File: config.mk
export PLATFORM = sky130hd
export DESIGN_NAME = ccd_frame_seq
export DESIGN_NICKNAME = d
export VERILOG_FILES = /design/src/rtl/ccd_frame_seq.sv
export SDC_FILE = /design/constraint.sdc
export NUM_CORES = 1
export LEC_CHECK = 0
export ABC_AREA = 1
export ABC_CLOCK_PERIOD_IN_PS = 2900
export BUFFER_PORTS_ARGS = -buffer_cell sky130_fd_sc_hd__buf_4
export CORE_MARGIN = 1
export CORE_UTILIZATION = 40
export CTS_BUF_LIST = sky130_fd_sc_hd__clkbuf_4 sky130_fd_sc_hd__clkbuf_8
export DETAILED_ROUTE_END_ITERATION = 8
export GPL_ROUTABILITY_DRIVEN = 0
export GPL_TIMING_DRIVEN = 1
export REMOVE_ABC_BUFFERS = 1
export SLEW_MARGIN = 15
export SYNTH_ARGS = -nofsm -noshare
export SYNTH_HDL_FRONTEND = slang
export SYNTH_SLANG_ARGS = --single-unit
File: constraint.sdc
create_clock -name clk -period 2.9 [get_ports clk]
set_clock_uncertainty 0.1 [all_clocks]
set_input_delay 0.435 -clock clk [delete_from_list [all_inputs] [get_ports clk]]
set_output_delay 0.435 -clock clk [all_outputs]
set_load 0.05 [all_outputs]
File: src/rtl/ccd_frame_seq.sv
module ccd_frame_seq #(
  parameter int DUMMY_HEAD  = 10,
  parameter int DARK_HEAD   = 4,
  parameter int ACTIVE_COLS = 768,
  parameter int DARK_TAIL   = 12,
  parameter int DUMMY_TAIL  = 2,
  parameter int DARK_TOP    = 4,
  parameter int ACTIVE_ROWS = 512,
  parameter int DARK_BOT    = 4,
  parameter int TW          = 16,
  parameter int IW          = 24,
  localparam int PIXELS = DUMMY_HEAD + DARK_HEAD + ACTIVE_COLS + DARK_TAIL + DUMMY_TAIL,
  localparam int ROWS   = DARK_TOP + ACTIVE_ROWS + DARK_BOT,
  localparam int CWID   = $clog2(PIXELS + 1),
  localparam int RWID   = $clog2(ROWS + 1)
) (
  input  logic            clk,
  input  logic            rst_n,
  input  logic            start,
  input  logic            abort,
  input  logic [TW-1:0]   cfg_pix,
  input  logic [TW-1:0]   cfg_rst_w,
  input  logic [TW-1:0]   cfg_vpulse,
  input  logic [TW-1:0]   cfg_setup,
  input  logic [IW-1:0]   cfg_int,
  output logic            v_ph1,
  output logic            v_ph2,
  output logic            h_ph1,
  output logic            h_ph2,
  output logic            node_rst,
  output logic            smp_stb,
  output logic [CWID-1:0] smp_col,
  output logic [RWID-1:0] smp_row,
  output logic [1:0]      smp_region,
  output logic            frame_done
);

  localparam logic [CWID-1:0] COL_DK0  = CWID'(DUMMY_HEAD);
  localparam logic [CWID-1:0] COL_ACT0 = CWID'(DUMMY_HEAD + DARK_HEAD);
  localparam logic [CWID-1:0] COL_ACT1 = CWID'(DUMMY_HEAD + DARK_HEAD + ACTIVE_COLS);
  localparam logic [CWID-1:0] COL_DK1  = CWID'(PIXELS - DUMMY_TAIL);
  localparam logic [CWID-1:0] COL_LAST = CWID'(PIXELS);
  localparam logic [RWID-1:0] ROW_ACT0 = RWID'(DARK_TOP);
  localparam logic [RWID-1:0] ROW_ACT1 = RWID'(DARK_TOP + ACTIVE_ROWS);
  localparam logic [RWID-1:0] ROW_LAST = RWID'(ROWS);

  typedef enum logic [2:0] {S_IDLE, S_INT, S_VA, S_VB, S_SET, S_HOR} state_t;

  state_t          st;
  logic [IW-1:0]   tcnt;
  logic [TW-1:0]   pcnt;
  logic [CWID-1:0] col;
  logic [RWID-1:0] row;
  logic            done_q;
  logic [IW:0]     dur;

  always_comb begin
    case (st)
      S_INT:       dur = {1'b0, cfg_int};
      S_VA, S_VB:  dur = (IW+1)'(cfg_vpulse);
      S_SET:       dur = (IW+1)'(cfg_setup);
      default:     dur = '0;
    endcase
  end

  wire t_end    = ({1'b0, tcnt} + (IW+1)'(1)) >= dur;
  wire pix_end  = ({1'b0, pcnt} + (TW+1)'(1)) >= {1'b0, cfg_pix};
  wire start_ok = start && (cfg_pix > cfg_rst_w);
  wire in_hor   = (st == S_HOR);

  always_ff @(posedge clk) begin
    if (!rst_n) begin
      st     <= S_IDLE;
      tcnt   <= '0;
      pcnt   <= '0;
      col    <= CWID'(1);
      row    <= RWID'(1);
      done_q <= 1'b0;
    end else begin
      done_q <= 1'b0;
      pcnt   <= pix_end ? '0 : pcnt + TW'(1);
      tcnt   <= tcnt + IW'(1);
      if (abort) begin
        st   <= S_IDLE;
        tcnt <= '0;
      end else begin
        case (st)
          S_IDLE: if (start_ok) begin st <= S_INT; tcnt <= '0; row <= RWID'(1); end
          S_INT:  if (t_end) begin st <= S_VA;  tcnt <= '0; end
          S_VA:   if (t_end) begin st <= S_VB;  tcnt <= '0; end
          S_VB:   if (t_end) begin st <= S_SET; tcnt <= '0; end
          S_SET:  if (t_end) begin
                    st   <= S_HOR;
                    pcnt <= '0;
                    col  <= CWID'(1);
                  end
          S_HOR:  if (pix_end) begin
                    if (col == COL_LAST) begin
                      if (row == ROW_LAST) begin
                        st     <= S_IDLE;
                        done_q <= 1'b1;
                      end else begin
                        row  <= row + RWID'(1);
                        st   <= S_VA;
                        tcnt <= '0;
                      end
                    end else begin
                      col <= col + CWID'(1);
                    end
                  end
          default: st <= S_IDLE;
        endcase
      end
    end
  end

  wire col_dummy = (col <= COL_DK0) || (col > COL_DK1);
  wire col_dark  = (col <= COL_ACT0) || (col > COL_ACT1);
  wire row_dark  = (row <= ROW_ACT0) || (row > ROW_ACT1);

  assign v_ph1      = (st == S_VA);
  assign v_ph2      = (st == S_VB);
  assign h_ph2      = in_hor && (pcnt < (cfg_pix >> 1));
  assign h_ph1      = !h_ph2;
  assign node_rst   = pcnt < cfg_rst_w;
  assign smp_stb    = in_hor && pix_end;
  assign smp_col    = col;
  assign smp_row    = row;
  assign smp_region = col_dummy ? 2'd0 : ((col_dark || row_dark) ? 2'd1 : 2'd2);
  assign frame_done = done_q;

endmodule

# Word level (Yosys, flattened, before mapping)
# Cells that the tools add are included.
# W data, S select, Z words.
# totals
register_bits,64
inputBits,92
out_inout_bits,29
wordCells,94
# op_classes
addsub,6
n_lt_le_gt_ge,11
eq_ne,16
mux,32
n_bitwise,5
n_reduce_logical,18
# ops
op,count
$pmux W24 S3,2
$mux W24,5
$mux W10,7
$mux W16,4
$pmux W10 S2,2
$gt A10 B10 Y1 const B,3
$add A24 B1 Y25 const B,1
$ge A25 B25 Y1,1
$add A24 B1 Y24 const B,1
$mux W3,7
$add A10 B1 Y10 const B,2
$eq A10 B10 Y1 const B,2
$le A10 B4 Y1 const B,2
$pmux W3 S6,1
$add A16 B1 Y17 const B,1
$ge A17 B16 Y1,1
$add A16 B1 Y16 const B,1
$gt A16 B16 Y1,1
$lt A16 B15 Y1,1
$lt A16 B16 Y1,1
$ne A2 B2 Y1 const B,6
$le A10 B3 Y1 const B,1
$reduce_and A7 Y1,1
$eq A3 B2 Y1 const B,2
16 further kinds,32

# Logic depth before layout (Yosys ltp)
# Gate-level depths: netlist of the first run.
# logic_depth
ltp_word,7
mapped_depth,23
ltp_nobuf,23

# Worst setup path after synthesis of the first run
# Ideal clock, no wire load.
# synth_path
kind,flip-flop to output port
startpoint,reg row[0] (netlist: smp_row[0])
endpoint,out smp_region[0]
arrival_ps,3113
t_required_ps,2365
slack_ps,-748
path_stages_with_launch,7
path_cell_list,dfxtp_1 > inv_1 > ha_1 > o21ai_0 > xor2_1 > a221oi_1 > nor2_1
# synth_between
elab_chain_len,5
elab_cells_between_ends,6
# synth_lines
item,line,rtl
from (decl),53,logic [RWID-1:0] row;
from (signal assigned),103,row <= row + RWID'(1);
$le A10 B3 Y1 or $gt A10 B10 Y1 (tied branches),119,wire row_dark = (row <= ROW_ACT0) || (row > ROW_ACT1);
$logic_or A1 B1 Y1 *,119,
$logic_or A1 B1 Y1 *,129,assign smp_region = col_dummy ? 2'd0 : ((col_dark || row_dark) ? 2'd1 : 2'd2);
$mux W2 * (2 in a row),129,
to (decl),34,"output logic [1:0] smp_region,"
# Mark *: on every way between the ends. The rest lies on a longest branch, timed or not.

# Worst setup path after layout of the first run
# layout_path
startpoint,reg pcnt[0]
endpoint,out smp_stb
# layout_between
elab_chain_len,3
# layout_lines
item,line,rtl
from (decl),51,logic [TW-1:0] pcnt;
from (signal assigned),81,pcnt <= pix_end ? '0 : pcnt + TW'(1);
$add A16 B1 Y17,67,"wire pix_end = ({1'b0, pcnt} + (TW+1)'(1)) >= {1'b0, cfg_pix};"
$ge A17 B16 Y1,67,
$logic_and A1 B1 Y1,126,assign smp_stb = in_hor && pix_end;
to (decl),31,"output logic smp_stb,"
# Every way passes these cells.

==> flow_results.org, run 1 <==
** Floorplan
- The die covers 0.01648 mm2.
- For this design the top-level I/O count stands at 121.
- Floorplan row count :: 45
- Die H :: 128.4 um
- The die is 128.4 um wide.
- Core area :: 0.01537 mm2
- Initial core utilization :: 0.4157

** Yosys
- Mean Syn Cell Area :: 6.915 um2
- In this run the cell area of the synthesized design comes to 0.006390 mm2.
- Cell taking the most area after synthesis :: dfxtp_1
- Of the post-synthesis cell area, the dominant cell type holds 0.2005.
- Leading post-synthesis cells by cell area :: dfxtp_1 20%, ha_1 18%, nand2_1 11%
- For this run, the number of Yosys warnings is 0.
- Flops & latches, synth :: 64
- For this run, the register share of the synthesized area comes to 0.2005.
- After technology mapping, the gate count stands at 924.
- Number of unique standard cell types used by synthesis :: 50

** Detailed routing
- The pre-antenna-repair detailed-routing pass consisted of 4 iterations.
- The highest metal layer carrying signal wires in the routed design is met4.
- In the final routing, the length of wire on met1 measures 8530 um.
- Vias/cell :: 4.738
- After the first detailed-routing iteration, the DRC count stood at 222.
- In the routed design, unresolved DRC markers number 0.
- Wires add up to 18170 um.
- Antenna Violating Nets Remaining :: 0
- Total number of vias :: 6661
- Wire segments on met2 add up to 8774 um in the final route.
- Routed met3 length :: 658 um
- After detailed routing, the average wire length per cell comes to 12.92 um.

** Cells and area
- Final layout net count :: 1374
- At the end of the flow the core is filled with cells to 0.6225.
- From synthesis to final layout, the design area changed by 49.74%.
- The number of antenna diodes in the final layout is 0.
- Of the cells placed in the final design, the portion with a size suffix greater than 1 is 0.3699.
- Summing all non-filler instances in the final layout gives an area of 0.009568 mm2.

** Placed design
- Instance area after placement :: 0.008378 mm2
- Final HPWL DP :: 13510 um
- Number of port buffers :: 120
- Pre-CTS setup slack :: -0.4167 ns

** STA
- Tightest Pin Transition :: 0.4679 ns
- The number of endpoints with negative hold slack in the final report is 0.
- Hold is met by 0.2394 ns.
- Across all setup checks in the final design, the least slack found is -0.4115 ns.
- Crit share post-route :: 1.142
- Final min period :: 3.311 ns
- Count of final max-slew check failures :: 0
- The worst pin sits at a relative slew slack of 0.6869.
- Timing would allow up to 302.0 MHz.
- Setup violations remaining at the end of the flow were counted as 64.
- Total Negative Setup Slacks :: -18.22 ns
- Unrepaired setup endpoints after global routing :: true

** Setup path
- STA classifies the critical path startpoint as a flip-flop.
- For the worst flop-to-flop path, the logic depth is 25.
- FF-to-FF setup slack :: -0.38 ns
- The critical path in this run is classified as reg2out.
- The critical path ends at smp_stb.
- In this run the worst setup path begins at pcnt[0].
- Worst r2r src :: tcnt[0]
- In this run the critical register-to-register path is captured at tcnt[6].
- In this run the worst path has a maximum fanout of 4.
- CP Data Arrival Time :: 2.78 ns
- The worst setup path is captured at an output port.
- CP Data Required Time :: 2.37 ns

** Global routing
- Entering global routing, the biggest net connects 26 pins.
- Number of antenna violations at the first check in global routing :: 0
- The first global-routing pass estimated 29190 um of wire.
- After global routing the overflow that remains totals 0.
- Via count of the first global-routing pass :: 6321
- GRT Util Overall :: 0.2220

** Clock tree
- Number of buffers added by the clock tree synthesis step :: 9
- Clock network latency to the later pin of the worst-skew pair :: 0.37 ns
- CTS built an H-tree with a depth of 3.
- CTS sink count :: 64
- CTS Buffer Depth :: 2
- Clock tree from TritonCTS :: built
- CTS placed an instance of clkbuf_8 at the clock tree root.
- Clk slew on worst S/H paths :: 0.08 ns

** Power and ir drop
- The analysis attributes to cell leakage a power of 4.931 nW.
- Power per standard cell area :: 435.0 mW/mm2
- Across the VDD grid, the largest voltage drop is 0.4873 mV.

** Status
- Status :: complete, but fails checks
- Failing checks :: negative setup slack

** Job
- Maximum capacitance violations :: 0

** Worst hold path
- The worst hold path belongs to the class in2reg.
[worst max-delay path: stages (launching register included)]
cell and delay, ns:
dfxtp_4 0.38, ha_2 0.19, and3_4 0.22, nand2_4 0.08, nor3_2 0.14, xor2_1 0.22
ha_1 0.31, a21o_1 0.18, nor2_1 0.14, o21ai_2 0.08, nand2_2 0.10, nand3_4 0.11
nand2_4 0.10, inv_4 0.03, buf_8 0.14
[synth_stat cells (all sizes together)]
library cell	number
a211oi	3
a21boi	1
a21o	5
a21oi	58
a221oi	1
a22o	15
a31o	1
a31oi	1
and3	2
buf	13
clkbuf	4
clkinv	1
dfxtp	64
ha	92
inv	161
nand2	187
nand3	59
nand3b	4
nand4	38
nor2	126
nor3	12
nor3b	2
nor4	6
o211ai	5
o21a	1
o21ai	16
o21bai	1
o221ai	1
o31ai	3
o41ai	1
or2	5
xnor2	8
xor2	27
[layer usage]
metal,track usage,vias up
met5,0,-
met4,0.05606,0
met3,0.03410,13
met2,0.3847,126
met1,0.2871,2971
li1,-,3551
[registers in the layout (all words and copies together) (netlist names)]
name,cells
tcnt,24
pcnt,16
smp_col,10
smp_row,10
st,3
frame_done,1
[worst min-delay path by stage]
stage / startpoint / to / cells after the start
5_1_grt: rst_n / smp_row[0] / 2
2_1_floorplan: pcnt[0] / pcnt[0] / 1
3_5_place_dp: pcnt[0] / pcnt[0] / 1
6_report: rst_n / smp_row[0] / 2
3_3_place_gp: pcnt[0] / pcnt[0] / 1
4_1_cts: rst_n / smp_row[0] / 2
[cell usage in the layout (no fill, tap or decap), types with 4 or more instances in the layout]
cell type / n
buf_4: 243
nand2_1: 160
inv_1: 156
ha_1: 88
nor2_1: 75
dfxtp_1: 60
a21oi_1: 57
nand4_1: 35
nor2_4: 33
nand3_1: 29
nand2_2: 23
xor2_1: 22
nand3_2: 22
nor2_2: 18
buf_6: 16
a22o_1: 15
o21ai_0: 11
clkbuf_8: 10
buf_12: 9
nand3_4: 8
nor3_1: 8
xnor2_1: 6
or2_2: 5
xor2_2: 5
a21o_1: 5
inv_2: 4
nand2_4: 4
nor4_2: 4
o211ai_1: 4
o21ai_2: 4
bufinv_16: 4
[report_power, final]
group	switching, mW	internal [mW]
Clock	0.394	0.679
Sequential	0.0566	0.926
Combinational	1.20	0.909
[cells by family (layout without fill, tap and decap cells)]
| logic type | count (synthesis) | after routing | synth area share |
|---|---|---|---|
| AO/OA/AOI/OAI | 113 | 113 | 0.1087 |
| buffers and inverters | 179 | 450 | 0.1147 |
| adder cells (fa/ha/maj) | 92 | 92 | 0.1801 |
| XOR/XNOR | 35 | 35 | 0.04797 |
| AND/OR/NAND/NOR | 441 | 441 | 0.3480 |
| flip-flops | 64 | 64 | 0.2005 |
[final cells by class]
class / count / area [um2]
Fill cell: 1382 / 5803
Sequential cell: 64 / 1291
Multi-Input combinational cell: 681 / 4865
Timing Repair Buffer: 272 / 2270
Inverter: 162 / 610.6
Clock inverter: 6 / 130.1
Tap cell: 211 / 264.0
Clock buffer: 10 / 137.6
[per-stage QoR]
stage,cells,power (mW)
3_3_place_gp,1352,2.754
5_1_grt,1406,4.425
3_5_place_dp,1352,2.764
2_1_floorplan,907,2.082
6_report,1406,4.162
4_1_cts,1396,4.087
[timing repair]
item / 4_1_cts / 5_1_grt
gates cloned: 2 / 0
resized for setup: 82 / 55
pin swaps: 26 / 28
buffers inserted: 27 / 12
endpoints found under the setup margin: 64 / 65
hold buffers: 0 / 0
Note: power is estimated with default switching activity, not from simulation.
==> inputs of run 2 (changes only) <==
--- a/config.mk
+++ b/config.mk
@@ -6,7 +6,7 @@
 export NUM_CORES = 1
 export LEC_CHECK = 0
 export ABC_AREA = 1
-export ABC_CLOCK_PERIOD_IN_PS = 2900
+export ABC_CLOCK_PERIOD_IN_PS = 3000
 export BUFFER_PORTS_ARGS = -buffer_cell sky130_fd_sc_hd__buf_4
 export CORE_MARGIN = 1
 export CORE_UTILIZATION = 40
==> constraint.sdc (replaced) <==
create_clock -name clk -period 3 [get_ports clk]
set_clock_uncertainty 0.1 [all_clocks]
set_input_delay 0.45 -clock clk [delete_from_list [all_inputs] [get_ports clk]]
set_output_delay 0.45 -clock clk [all_outputs]
set_load 0.05 [all_outputs]
==> run 2 against run 1 <==
Against the previous run:
- the flow still finishes with violations (negative setup slack)
- register-to-register slack better by 0.07 ns
- highest routed layer unchanged
- design area down 3.2%
- sequential power down 3.4%
- global-route usage down 0.20 points
==> flow_results.org, run 2 (same netlist as run 1, synthesis figures left out) <==
** Clock tree
- Clock network latency to the later pin of the worst-skew pair :: 0.36 ns
- CTS Buffer Depth :: 2
- CTS sink count :: 64
- The clock tree synthesis step divided the H-tree into 3 levels.
- Clock tree from TritonCTS :: built
- Number of buffers added by the clock tree synthesis step :: 9
- Hold-fix buffer count after cts :: 0
- Clock root buffer :: clkbuf_8
- After clock tree synthesis, the clock-pin slew on the worst setup and hold paths is 0.08 ns.

** Global routing
- For this run, global-route usage on met3 was measured as 0.03950.
- Entering global routing, the biggest net connects 26 pins.
- Met1 track demand over resource :: 0.2818
- The first global-routing pass estimated 28900 um of wire.
- After global routing the overflow that remains totals 0.
- Met2 Use GR :: 0.3787
- The initial antenna violation count was 0.
- GRT Util Overall :: 0.2200
- GRT busiest layer :: met2
- Via count of the first global-routing pass :: 6275

** STA
- Unrepaired setup endpoints after global routing :: true
- Count of final max-slew check failures :: 0
- For the pin with the worst max-slew slack, the measured transition is 0.5020 ns.
- In the finished design, the share of the clock period the worst path needs comes to 1.116.
- Setup violations remaining at the end of the flow were counted as 64.
- Relative max-transition margin :: 0.6641
- Worst-case setup margin in the final layout :: -0.3486 ns
- In the final timing run, aggregate negative setup slack is -15.14 ns.
- Final min period :: 3.349 ns
- Derived from the worst setup path, the maximum achievable clock frequency is 298.6 MHz.
- Final Hold Violating Endpoints :: 0

** Cells and area
- The library cell used most frequently in the layout, excluding fill and tap cells, is buf_4.
- Antenna fix cells :: 0
- Of the cells placed in the final design, the portion with a size suffix greater than 1 is 0.3527.
- Flip-flop count of the largest register after layout :: 24
- The final layout contains 1347 nets.
- In the layout the commonest cells are 221 x buf_4, 165 x nand2_1, 151 x inv_1.
- More flip-flops sit in one register than any other, and that register is tcnt.
- Largest registers ranked by flip-flop count :: tcnt: 24 flops, pcnt: 16 flops
- Area grow syn2layout :: 44.90%

** Detailed routing
- In this run the remaining antenna-violating nets after routing total 0.
- The first routing iteration left 228 violations.
- The routed layout has 6614 vias.
- Number of search-and-repair iterations in the first detailed-routing pass :: 5
- Dividing the detail-routed via count by the number of cells gives 4.796.
- Post-detailed-route DRC marker count :: 0
- Total routed wirelength :: 18070 um
- Routed length per instance :: 13.10 um

** Floorplan
- Die H :: 128.4 um
- Count of pins on the block boundary :: 121
- The floorplan step defined a core boundary enclosing 0.01537 mm2.
- Initial core utilization :: 0.4157
- Floorplan row count :: 45
- In this run the horizontal extent of the chip is 128.4 um.
- Die area :: 0.01648 mm2

** Setup path
- In this run the worst path has a maximum fanout of 4.
- Capture point of the critical path :: smp_stb
- Max incr delay on CP :: 0.36 ns
- The startpoint identified for the worst register-to-register timing path is pcnt[0].
- Crit path max-delay cell type :: dfxtp_2
- Walking the worst path, the cells encountered are ha_2, and3_4, nand2_2, nor2_1, buf_4, xor2_1, ha_1, nand2_1, nor4_4, nand2_2, nand3_4, nand2_2, inv_2, buf_8.
- In this design, the critical path's most frequently occurring cell is nand2_2.
- The setup path with the least slack is of type reg2out.
- Critical path launch point type :: flip-flop
- Across all register-to-register paths, the minimum setup slack is -0.31 ns.
- At the worst endpoint, the required time is 2.45 ns.
- In this run the critical register-to-register path is captured at smp_row[4].
- Worst-case reg-to-reg path depth :: 19
- In this run the worst setup path begins at pcnt[0].
- Nature of the critical path endpoint :: output port
- At the worst endpoint, the arrival time is 2.80 ns.

** Placed design
- During placement, the flow inserted port buffers numbering 120.
- Final HPWL DP :: 13600 um
- Timing analysis after detailed placement gives a worst setup slack of -0.2967 ns.

** Status
- The flow ran to the end, but the final reports show violations.
- Failing checks :: negative setup slack

** Power and ir drop
- Across the VDD grid, the largest voltage drop is 0.3908 mV.
- Final total power :: 3.732 mW
- In this run the power density over the cells is 403.1 mW/mm2.
- Pleak :: 4.730 nW

** Job
- Across the run, the number of max-cap violations was 0.

** Worst hold path
- The worst hold path passes through 2 cells.
- The worst hold path belongs to the class in2reg.
run 2: through the flow:
stage | area, um2 | std cells | hold WS (ns) | util
finish | 9259 | 1379 | 0.2678 | 0.6024
global route | 9259 | 1379 | 0.2601 | 0.6024
global placement | 8235 | 1333 | 0.3462 | 0.5358
detailed placement | 8235 | 1333 | 0.3570 | 0.5358
CTS | 8867 | 1369 | 0.2406 | 0.5769
floorplan | 6265 | 907 | 0.3525 | -
run 2: worst min path at each step:
stage | from | end | slack, ns
4_1_cts | rst_n | smp_row[0] | 0.24
5_1_grt | rst_n | smp_row[0] | 0.26
2_1_floorplan | pcnt[0] | pcnt[0] | 0.35
3_5_place_dp | pcnt[0] | pcnt[0] | 0.36
6_report | rst_n | smp_row[0] | 0.27
3_3_place_gp | pcnt[0] | pcnt[0] | 0.35
run 2: what timing repair did:
action / in CTS / in global routing
gates cloned: 1 / 2
buffers inserted: 19 / 10
endpoints found under the hold margin: 0 / 0
pin swaps: 38 / 34
resized for setup: 58 / 67
setup endpoints to repair: 63 / 65
run 2: report_power, final:
| part | internal [mW] | switching, mW | total, mW |
|---|---|---|---|
| registers | 0.896 | 0.0538 | 0.950 |
| clock network | 0.446 | 0.353 | 0.798 |
| logic | 0.823 | 1.16 | 1.98 |
| total | 2.16 | 1.57 | 3.73 |
run 2: routing by layer:
layer	wire [um]	up-vias
met5	0	-
met4	258	0
met3	715	20
met2	8605	141
met1	8486	2942
li1	-	3511
run 2: cell type report:
type	instances	area (um2)
tap	211	264.0
timing repair buffer	244	2014
multi-input combinational	682	4875
clock buffer	13	166.4
sequential	64	1291
inverter	162	608.1
clock inverter	3	40.04
fill	1421	6112
run 2: critical path, delay by kind of cell, from the launching register on:
kind                       cells  cell delay [ns]
adders and majority gates      2             0.51
DFF                            1             0.36
buffers and inverters          3             0.34
and+or+nand+nor                8             1.16
xor gates and xnor gates       1             0.07
